===== config.mk =====
export PLATFORM = sky130hd
export DESIGN_NAME = hmac_dual_unit
export DESIGN_NICKNAME = d
export VERILOG_FILES = /design/src/rtl/hmac_pkg.sv /design/src/rtl/hmac_decode.sv /design/src/rtl/hmac_lane_mul.sv /design/src/rtl/hmac_combine.sv /design/src/rtl/hmac_out_stage.sv /design/src/rtl/hmac_dual_unit.sv
export SDC_FILE = /design/constraint.sdc
export NUM_CORES = 2
export LEC_CHECK = 0
export ABC_AREA = 1
export BUFFER_PORTS_ARGS = -buffer_cell sky130_fd_sc_hd__buf_2
export CAP_MARGIN = 20
export CORE_UTILIZATION = 55
export DETAILED_ROUTE_END_ITERATION = 16
export HOLD_SLACK_MARGIN = 0.03
export PLACE_DENSITY = 0.82
export SYNTH_ARGS = -nofsm -noshare
export SYNTH_HDL_FRONTEND = slang
export SYNTH_SLANG_ARGS = --single-unit

===== constraint.sdc =====
create_clock -name clk -period 20.6 [get_ports clk]
set_clock_uncertainty 0.2 [all_clocks]
set_input_delay 2.06 -clock clk [delete_from_list [all_inputs] [get_ports clk]]
set_output_delay 2.06 -clock clk [all_outputs]
set_load 0.02 [all_outputs]

===== src/rtl/hmac_pkg.sv =====
package hmac_pkg;

  // operation encoding: bit3 = dual; single: bit2 acc, bit1 A top, bit0 B top
  // dual: bit2 subtract, bit1 acc, bit0 exchange
  typedef enum logic [3:0] {
    OP_MUL_BB    = 4'd0,
    OP_MUL_BT    = 4'd1,
    OP_MUL_TB    = 4'd2,
    OP_MUL_TT    = 4'd3,
    OP_MAC_BB    = 4'd4,
    OP_MAC_BT    = 4'd5,
    OP_MAC_TB    = 4'd6,
    OP_MAC_TT    = 4'd7,
    OP_DADD      = 4'd8,
    OP_DADDX     = 4'd9,
    OP_DADD_ACC  = 4'd10,
    OP_DADDX_ACC = 4'd11,
    OP_DSUB      = 4'd12,
    OP_DSUBX     = 4'd13,
    OP_DSUB_ACC  = 4'd14,
    OP_DSUBX_ACC = 4'd15
  } hm_op_e;

  typedef struct packed {
    logic a0_top;    // lane 0 takes top half of A
    logic b0_top;    // lane 0 takes top half of B
    logic a1_top;    // lane 1 takes top half of A
    logic b1_top;    // lane 1 takes top half of B
    logic lane1_en;  // second product participates
    logic subtract;  // lane0 - lane1
    logic acc_en;    // accumulator participates
    logic q_en;      // overflow may set sticky flag
  } hm_ctrl_t;

endpackage


===== src/rtl/hmac_decode.sv =====
module hmac_decode
  import hmac_pkg::*;
(
  input  logic [3:0] op,
  output hm_ctrl_t   ctrl
);

  always_comb begin
    ctrl = '0;
    if (!op[3]) begin
      ctrl.a0_top   = op[1];
      ctrl.b0_top   = op[0];
      ctrl.a1_top   = 1'b0;
      ctrl.b1_top   = 1'b0;
      ctrl.lane1_en = 1'b0;
      ctrl.subtract = 1'b0;
      ctrl.acc_en   = op[2];
      ctrl.q_en     = op[2];
    end else begin
      // lane 0 always uses A bottom, lane 1 always A top
      ctrl.a0_top   = 1'b0;
      ctrl.b0_top   = op[0];
      ctrl.a1_top   = 1'b1;
      ctrl.b1_top   = !op[0];
      ctrl.lane1_en = 1'b1;
      ctrl.subtract = op[2];
      ctrl.acc_en   = op[1];
      ctrl.q_en     = !op[2];
    end
  end

  // the two lanes never read the same A half in a dual form
  always_comb begin
    if (op[3]) AST_LANES_SPLIT: assert (ctrl.a0_top != ctrl.a1_top && ctrl.b0_top != ctrl.b1_top);
  end

endmodule


===== src/rtl/hmac_lane_mul.sv =====
module hmac_lane_mul #(
  parameter int HW = 16
) (
  input  logic [2*HW-1:0]        a_word,
  input  logic [2*HW-1:0]        b_word,
  input  logic                   a_top,
  input  logic                   b_top,
  input  logic                   en,
  output logic signed [2*HW-1:0] prod
);

  localparam int W = 2 * HW;

  logic signed [HW-1:0] ha;
  logic signed [HW-1:0] hb;
  logic signed [W-1:0]  full;

  assign ha   = a_top ? a_word[W-1:HW] : a_word[HW-1:0];
  assign hb   = b_top ? b_word[W-1:HW] : b_word[HW-1:0];
  assign full = ha * hb;
  assign prod = en ? full : '0;

endmodule


===== src/rtl/hmac_combine.sv =====
module hmac_combine
  import hmac_pkg::*;
#(
  parameter int HW    = 16,
  parameter int ST_W  = 32,
  parameter int Q_BIT = 27
) (
  input  logic signed [2*HW-1:0] p0,
  input  logic signed [2*HW-1:0] p1,
  input  logic [2*HW-1:0]        acc,
  input  hm_ctrl_t               ctrl,
  input  logic [ST_W-1:0]        status_in,
  output logic [2*HW-1:0]        result,
  output logic [ST_W-1:0]        status_nxt
);

  localparam int W   = 2 * HW;
  localparam int EXT = W + 2;

  logic signed [EXT-1:0] e0, e1, ea, e1_term, ea_term, total;
  logic [EXT-W:0]        guard;
  logic                  ovf;

  assign e0      = {{(EXT-W){p0[W-1]}}, p0};
  assign e1      = {{(EXT-W){p1[W-1]}}, p1};
  assign ea      = {{(EXT-W){acc[W-1]}}, acc};
  assign e1_term = ctrl.subtract ? -e1 : e1;
  assign ea_term = ctrl.acc_en ? ea : '0;
  assign total   = e0 + e1_term + ea_term;

  // exact value fits in W signed bits only if guard bits agree with sign
  assign guard = total[EXT-1:W-1];
  assign ovf   = !((guard == '0) || (guard == '1));

  assign result = total[W-1:0];

  always_comb begin
    status_nxt = status_in;
    if (ctrl.q_en && ovf) status_nxt[Q_BIT] = 1'b1;
  end

endmodule


===== src/rtl/hmac_out_stage.sv =====
module hmac_out_stage #(
  parameter int W    = 32,
  parameter int ST_W = 32
) (
  input  logic            clk,
  input  logic            rst_n,
  input  logic            load,
  input  logic [W-1:0]    res_d,
  input  logic [ST_W-1:0] st_d,
  input  logic            out_ready,
  output logic            in_ready,
  output logic            out_valid,
  output logic [W-1:0]    res_q,
  output logic [ST_W-1:0] st_q
);

  assign in_ready = !out_valid || out_ready;

  always_ff @(posedge clk) begin
    if (!rst_n) begin
      out_valid <= 1'b0;
      res_q     <= '0;
      st_q      <= '0;
    end else if (load) begin
      out_valid <= 1'b1;
      res_q     <= res_d;
      st_q      <= st_d;
    end else if (out_ready) begin
      out_valid <= 1'b0;
    end
  end

  AST_HOLD_STALL: assert property (@(posedge clk) disable iff (!rst_n)
    out_valid && !out_ready |=> out_valid && $stable(res_q) && $stable(st_q));

endmodule


===== src/rtl/hmac_dual_unit.sv =====
module hmac_dual_unit
  import hmac_pkg::*;
#(
  parameter int HW    = 16,
  parameter int ST_W  = 32,
  parameter int Q_BIT = 27
) (
  input  logic              clk,
  input  logic              rst_n,
  input  logic              in_valid,
  output logic              in_ready,
  input  logic [3:0]        in_op,
  input  logic [2*HW-1:0]   in_a,
  input  logic [2*HW-1:0]   in_b,
  input  logic [2*HW-1:0]   in_acc,
  input  logic [ST_W-1:0]   in_status,
  output logic              out_valid,
  input  logic              out_ready,
  output logic [2*HW-1:0]   out_result,
  output logic [ST_W-1:0]   out_status
);

  localparam int W = 2 * HW;
  localparam int NLANE = 2;
  localparam logic [ST_W-1:0] QMASK = ST_W'(1) << Q_BIT;

  hm_ctrl_t ctrl;
  logic signed [W-1:0] prod [NLANE];
  logic [W-1:0]        res_d;
  logic [ST_W-1:0]     st_d;
  logic                load;

  hmac_decode u_dec (
    .op   (in_op),
    .ctrl (ctrl)
  );

  for (genvar g = 0; g < NLANE; g++) begin : g_lane
    hmac_lane_mul #(.HW(HW)) u_mul (
      .a_word (in_a),
      .b_word (in_b),
      .a_top  ((g == 0) ? ctrl.a0_top : ctrl.a1_top),
      .b_top  ((g == 0) ? ctrl.b0_top : ctrl.b1_top),
      .en     ((g == 0) ? 1'b1 : ctrl.lane1_en),
      .prod   (prod[g])
    );
  end

  hmac_combine #(.HW(HW), .ST_W(ST_W), .Q_BIT(Q_BIT)) u_comb (
    .p0         (prod[0]),
    .p1         (prod[1]),
    .acc        (in_acc),
    .ctrl       (ctrl),
    .status_in  (in_status),
    .result     (res_d),
    .status_nxt (st_d)
  );

  assign load = in_valid && in_ready;

  hmac_out_stage #(.W(W), .ST_W(ST_W)) u_out (
    .clk       (clk),
    .rst_n     (rst_n),
    .load      (load),
    .res_d     (res_d),
    .st_d      (st_d),
    .out_ready (out_ready),
    .in_ready  (in_ready),
    .out_valid (out_valid),
    .res_q     (out_result),
    .st_q      (out_status)
  );

  AST_ACCEPT_LAT: assert property (@(posedge clk) disable iff (!rst_n)
    in_valid && in_ready |=> out_valid);

  AST_Q_STICKY: assert property (@(posedge clk) disable iff (!rst_n)
    in_valid && in_ready && in_status[Q_BIT] |=> out_status[Q_BIT]);

  AST_OTHER_BITS: assert property (@(posedge clk) disable iff (!rst_n)
    in_valid && in_ready |=> (out_status | QMASK) == ($past(in_status) | QMASK));

  AST_QUIET_FORMS: assert property (@(posedge clk) disable iff (!rst_n)
    in_valid && in_ready && (in_op[3] ? in_op[2] : !in_op[2]) |=> out_status == $past(in_status));

  AST_READY_EMPTY: assert property (@(posedge clk) disable iff (!rst_n)
    !out_valid |-> in_ready);

endmodule


# Word-level counts from Yosys, hierarchy flattened
# Cells that the tools add are included.
# word_totals
reg_bits	65
input_bits	136
out_inout_bits	66
word_cells	30
# classes
n_addsub	3
multipliers	2
eq_ne	1
muxes	11
reduce_logical	10
# op_table
op	count
34-bit 2-to-1 mux	2
16-bit by 16-bit multiplier with 32-bit output	2
16-bit 2-to-1 mux	4
32-bit by 34-bit adder with 34-bit output	1
34-bit adder	1
32-bit negation with 34-bit output	1
32-bit 2-to-1 mux	1
8-bit 2-to-1 mux	1
1-bit zero test	4
3-bit == test (second input constant)	1
3-bit zero test	1
1-bit 2-to-1 mux	3
1-bit logical AND	2
1-bit logical OR	2
2-bit nonzero test	1

# Longest topological paths before layout
# depth
word_depth	14
ltp_mapped	68
mapped_depth_nobuf	64

# By module
# Synthesis repeated with hierarchy kept, for this count alone.
# unflattened
hier_cells	3953
hier_area_um2	28578.7
# modules_own_cells
mod	instances	cells_per_inst	area_per_inst_um2	seq_area_each_um2
hmac_lane_mul (g_lane[0].u_mul)	1	1464	10950.5	0.0
hmac_lane_mul (g_lane[1].u_mul)	1	1460	10911.7	0.0
hmac_combine	1	732	4351.7	0.0
hmac_out_stage	1	283	2292.2	1301.2
hmac_decode	1	11	61.3	0.0
hmac_dual_unit	1	3	11.3	0.0

# Worst setup path before layout
# Ideal clock, no wire load.
# synth_path
path_type	in2reg
start	input port in_op[3]
end	register u_out.st_q[27]
setup_ps	70
arrival_time_ps	12987
required_ps	20330
setup_slack_ps	7344
path_stages	56
path_buffers	6
cell_sequence	buf_6 -> buf_4 -> buf_2 -> buf_2 -> buf_1 -> nand2_1 -> o21ai_0 -> clkbuf_1 -> nand2_1 -> fa_1 -> inv_1 -> fa_1 -> inv_1 -> fa_1 -> inv_1 -> fa_1 -> fa_1 -> inv_1 -> [... 20 more ...] -> ha_1 -> fa_1 -> inv_1 -> fa_1 -> fa_1 -> inv_1 -> ha_1 -> a21o_1 -> a31oi_1 -> a21oi_1 -> a211oi_1 -> nand2_1 -> xor2_1 -> inv_1 -> and2_1 -> nand3_1 -> nand3_1 -> a21oi_1
# synth_between
elab_chain_cells	13
word_cells_on_any_way	18
classes_between	add/sub: 3; mul: 2; eq/ne: 1; mux: 8; reduce/logical: 4
# synth_rtl
item	line_no	source
start, declared	hmac_dual_unit.sv:12	input logic [3:0] in_op,
8-bit 2-to-1 mux *	hmac_decode.sv:10	if (!op[3]) begin
16-bit 2-to-1 mux, on equally long branches	hmac_lane_mul.sv:18, hmac_lane_mul.sv:19	
16-bit by 16-bit multiplier with 32-bit output	hmac_lane_mul.sv:20	assign full = ha * hb;
32-bit 2-to-1 mux	hmac_lane_mul.sv:21	assign prod = en ? full : '0;
32-bit negation with 34-bit output	hmac_combine.sv:27	assign e1_term = ctrl.subtract ? -e1 : e1;
34-bit 2-to-1 mux	hmac_combine.sv:27	
32-bit by 34-bit adder with 34-bit output	hmac_combine.sv:29	assign total = e0 + e1_term + ea_term;
34-bit adder	hmac_combine.sv:29	
3-bit == test or 3-bit zero test (tied branches)	hmac_combine.sv:33	assign ovf = !((guard == '0) || (guard == '1));
1-bit logical OR	hmac_combine.sv:33	
1-bit zero test	hmac_combine.sv:33	
1-bit logical AND *	hmac_combine.sv:39	if (ctrl.q_en && ovf) status_nxt[Q_BIT] = 1'b1;
1-bit 2-to-1 mux *	hmac_combine.sv:39	
end signal, assigned	hmac_out_stage.sv:27	st_q <= st_d;
end, declared	hmac_out_stage.sv:14	output logic [ST_W-1:0] st_q
# Every way passes the cells marked *; elsewhere a longest branch is shown, timed or not.
# A chain may end at the register's enable or synchronous reset.

# Worst setup path in the final report
# layout_path
start	input port in_op[0]
end	register u_out.st_q[27]
# layout_between
elab_chain_cells	14
word_cells_on_any_way	17
classes_between	add/sub: 3; mul: 2; eq/ne: 1; mux: 6; reduce/logical: 5
# layout_rtl
item	line_no	source
1-bit zero test	hmac_decode.sv:24	ctrl.b1_top = !op[0];
8-bit 2-to-1 mux *	hmac_decode.sv:10	
16-bit 2-to-1 mux	hmac_lane_mul.sv:19	assign hb = b_top ? b_word[W-1:HW] : b_word[HW-1:0];
16-bit by 16-bit multiplier with 32-bit output	hmac_lane_mul.sv:20	
32-bit 2-to-1 mux	hmac_lane_mul.sv:21	
32-bit negation with 34-bit output	hmac_combine.sv:27	
34-bit 2-to-1 mux	hmac_combine.sv:27	
32-bit by 34-bit adder with 34-bit output *	hmac_combine.sv:29	
34-bit adder *	hmac_combine.sv:29	
3-bit == test or 3-bit zero test (tied branches)	hmac_combine.sv:33	
1-bit logical OR *	hmac_combine.sv:33	
1-bit zero test *	hmac_combine.sv:33	
1-bit logical AND *	hmac_combine.sv:39	
1-bit 2-to-1 mux *	hmac_combine.sv:39	
# Marked as above.

==> reports/summary.txt <==
Data arrival, critical path: 15,440 ps
Global-route usage over all layers: 0.3176
Largest area contributor in the netlist: fa_1
Multi-input logic area: 21,270 µm²
Synthesis-to-finish area growth: 8.060%
Critical Path RT: 20,650 ps
Layout cell share with drive strength beyond 1: 0.08782
Post-layout min period: 15,390 ps
Post-synth EDFFs: 0
Clk buf depth: 2
Outcome: finished, final reports clean
Grt total ovfl: 0
Residual DRC: 0
Final setup viols: 0
Clk sinks: 65
Maxcap violations: 0
Mapped Cells: 3,457
HPWL after DPL: 63.80 mm
CP delay by family, top: adder cells
Initial Util: 0.5568
R2R setup slack: 18,550 ps
Core Area: 47,650 µm²
Final WS setup: 5214 ps
Vert. Die Dim: 221.6 µm
First-pass GRT wire length: 122.2 mm
Die width: 221.6 µm
CP dominant cell by count: nand2_1
Worst-skew pair later-pin latency: 320 ps
Worst Path Class, Setup: input pin to flop
Port Buffers: 201
Final period utilization: 0.7469
Routed WL: 74.29 mm
Via count: 22,798
Most frequently used flop master after synthesis: dfxtp_1
Synth area leaders: fa_1 (45%), inv_1 (13%), nand2_1 (9.7%)
Wirelength per Cell: 17.44 µm
CTS Hold Bufs: 0
RePlAce Congestion: 1.040
#FFs+latches synth: 65
Worst-path clk slew: 50 ps
Setup TNS Final: 0 ps
Vias in the first global route: 23,577
Relative slew slack: 0.1663
Clk root buf: clkbuf_16
Final Max Tran Viols: 0
R2r startpoint: u_out.out_valid
CTS tree: yes
Actual slew at the worst max-slew pin: 1242 ps
CP Max Fanout: 33
Filler cell count in the final layout: 4,119
End of the worst register-to-register path: u_out.res_q[16]
Mapped Area: 26,530 µm²
Antenna violation net count after detailed routing: 0
Pre-CTS setup slack: 5191 ps
FF+latch area: 1301 µm²
Initial antenna violation count: 0
Hold path depth: 2
Post-CTS setup buffers: 0
Critical path startpoint category: input pin
Seq/Total Area, Yosys: 0.04905
DR vias/cell: 5.352
Post-synth top area share: 0.4520
Reg2Reg Depth: 9
WHS Endpoint: u_out.st_q[6]
Syn_area_per_cell: 7.674 µm²
Nets@finish: 4,560
Most frequent cells in the layout: inv_1 (943), nand2_1 (688), fa_1 (599), nor2_1 (418), buf_2 (202)
DR iter-0 viols: 2,069
Yosys warns: 0
First-pass detailed-route iteration total: 6
Synth unique cells: 50
RSZ-0062 raised after global routing: false
Fmax: 64.99 MHz
HP Start: u_out.st_q[6]
Crit-path max cell delay: 880 ps
Die ar.: 49,120 µm²
Worst min path class: flop to flop
Hold Violations, Final: 0
Asr flop ratio synth: 0
Largest net degree at the start of global routing: 69
TritonCTS buffer count: 9
Commonest non-fill, non-tap cell in the layout: inv_1
H-Tree Depth: 3
Num rows: 80
Max stage delay cell, worst path: o21ai_0
I/O pin total: 202
Synth Net Count: 4,377
Post-cts sizing count: 0
Buffers & Inverters on Critical Path: 11
Crit. End Element: flop
-- cell usage after synthesis (30+ instances only) --
cell type and count:
nand3_1 55, ha_1 185, xnor2_1 30, fa_1 599, dfxtp_1 65, nor2_1 418, o21ai_0 109, nand2_1 688
o21ai_1 45, xor2_1 45, inv_1 943, a21oi_1 56, clkbuf_1 71
-- per-stage QoR --
stage          hold slack, ps  utilization  area [µm²]  std cells
3_3_place_gp            256.6       0.5951       28350       4242
2_1_floorplan           361.1            -       26530       3457
6_report                273.4       0.6017       28670       4260
5_1_grt                 298.8       0.6016       28670       4259
3_5_place_dp            265.3       0.5951       28350       4242
4_1_cts                 276.9       0.6011       28640       4257
-- cells by family (layout without fill, tap and decap cells) --
| group | Yosys count | after routing | share of synthesized area |
|---|---|---|---|
| AOI/OAI and AO/OA | 241 | 241 | 0.04877 |
| other | 0 | 1 | 0 |
| and+or+nand+nor | 1242 | 1242 | 0.1889 |
| buffers and inverters | 1050 | 1237 | 0.1493 |
| DFF | 65 | 65 | 0.04905 |
| xor gates and xnor gates | 75 | 75 | 0.02476 |
| adders and majority gates | 784 | 784 | 0.5393 |
-- worst max-delay path by stage --
stage / start / endpoint / slack, ps / cells after the start
6_report: in_op[0] / u_out.st_q[27] / 5210 / 56
5_1_grt: in_op[0] / u_out.st_q[27] / 4400 / 56
4_1_cts: in_op[0] / u_out.st_q[27] / 5500 / 56
3_5_place_dp: in_op[0] / u_out.st_q[27] / 5190 / 56
3_3_place_gp: in_op[0] / u_out.st_q[27] / 5180 / 53
2_1_floorplan: in_op[3] / u_out.st_q[27] / 7340 / 56
-- sequential cells by signal, indices dropped and copies added, names as in the netlist --
register         count
u_out.st_q          32
u_out.res_q         32
u_out.out_valid      1
-- final cells by class --
| class | instances | area share |
|---|---|---|
| antenna | 1 | 0.00008729 |
| clock buffer | 10 | 0.007987 |
| clock inverter | 5 | 0.002008 |
| inverter | 971 | 0.1271 |
| multi-input combinational | 2342 | 0.7420 |
| sequential | 65 | 0.04539 |
| tap | 615 | 0.02684 |
| timing repair buffer | 251 | 0.04853 |
-- per-layer routing --
layer  track usage  up-vias  wire, µm
met5             0        -         0
met4        0.1216        0      3502
met3       0.09223      257      9468
met2        0.4851     1354     31820
met1        0.4287    10881     29510
li1              -    10306         -
-- worst reg2reg max path: cells and delay by family (launching register included) --
kind | cells | cell delay (ps)
AOI/OAI and AO/OA | 1 | 110
DFF | 1 | 320
and+or+nand+nor | 4 | 330
buffers and inverters | 4 | 980
Power is not shown: default switching activity piles up to over one toggle a cycle in this logic, so the estimate is an artifact.
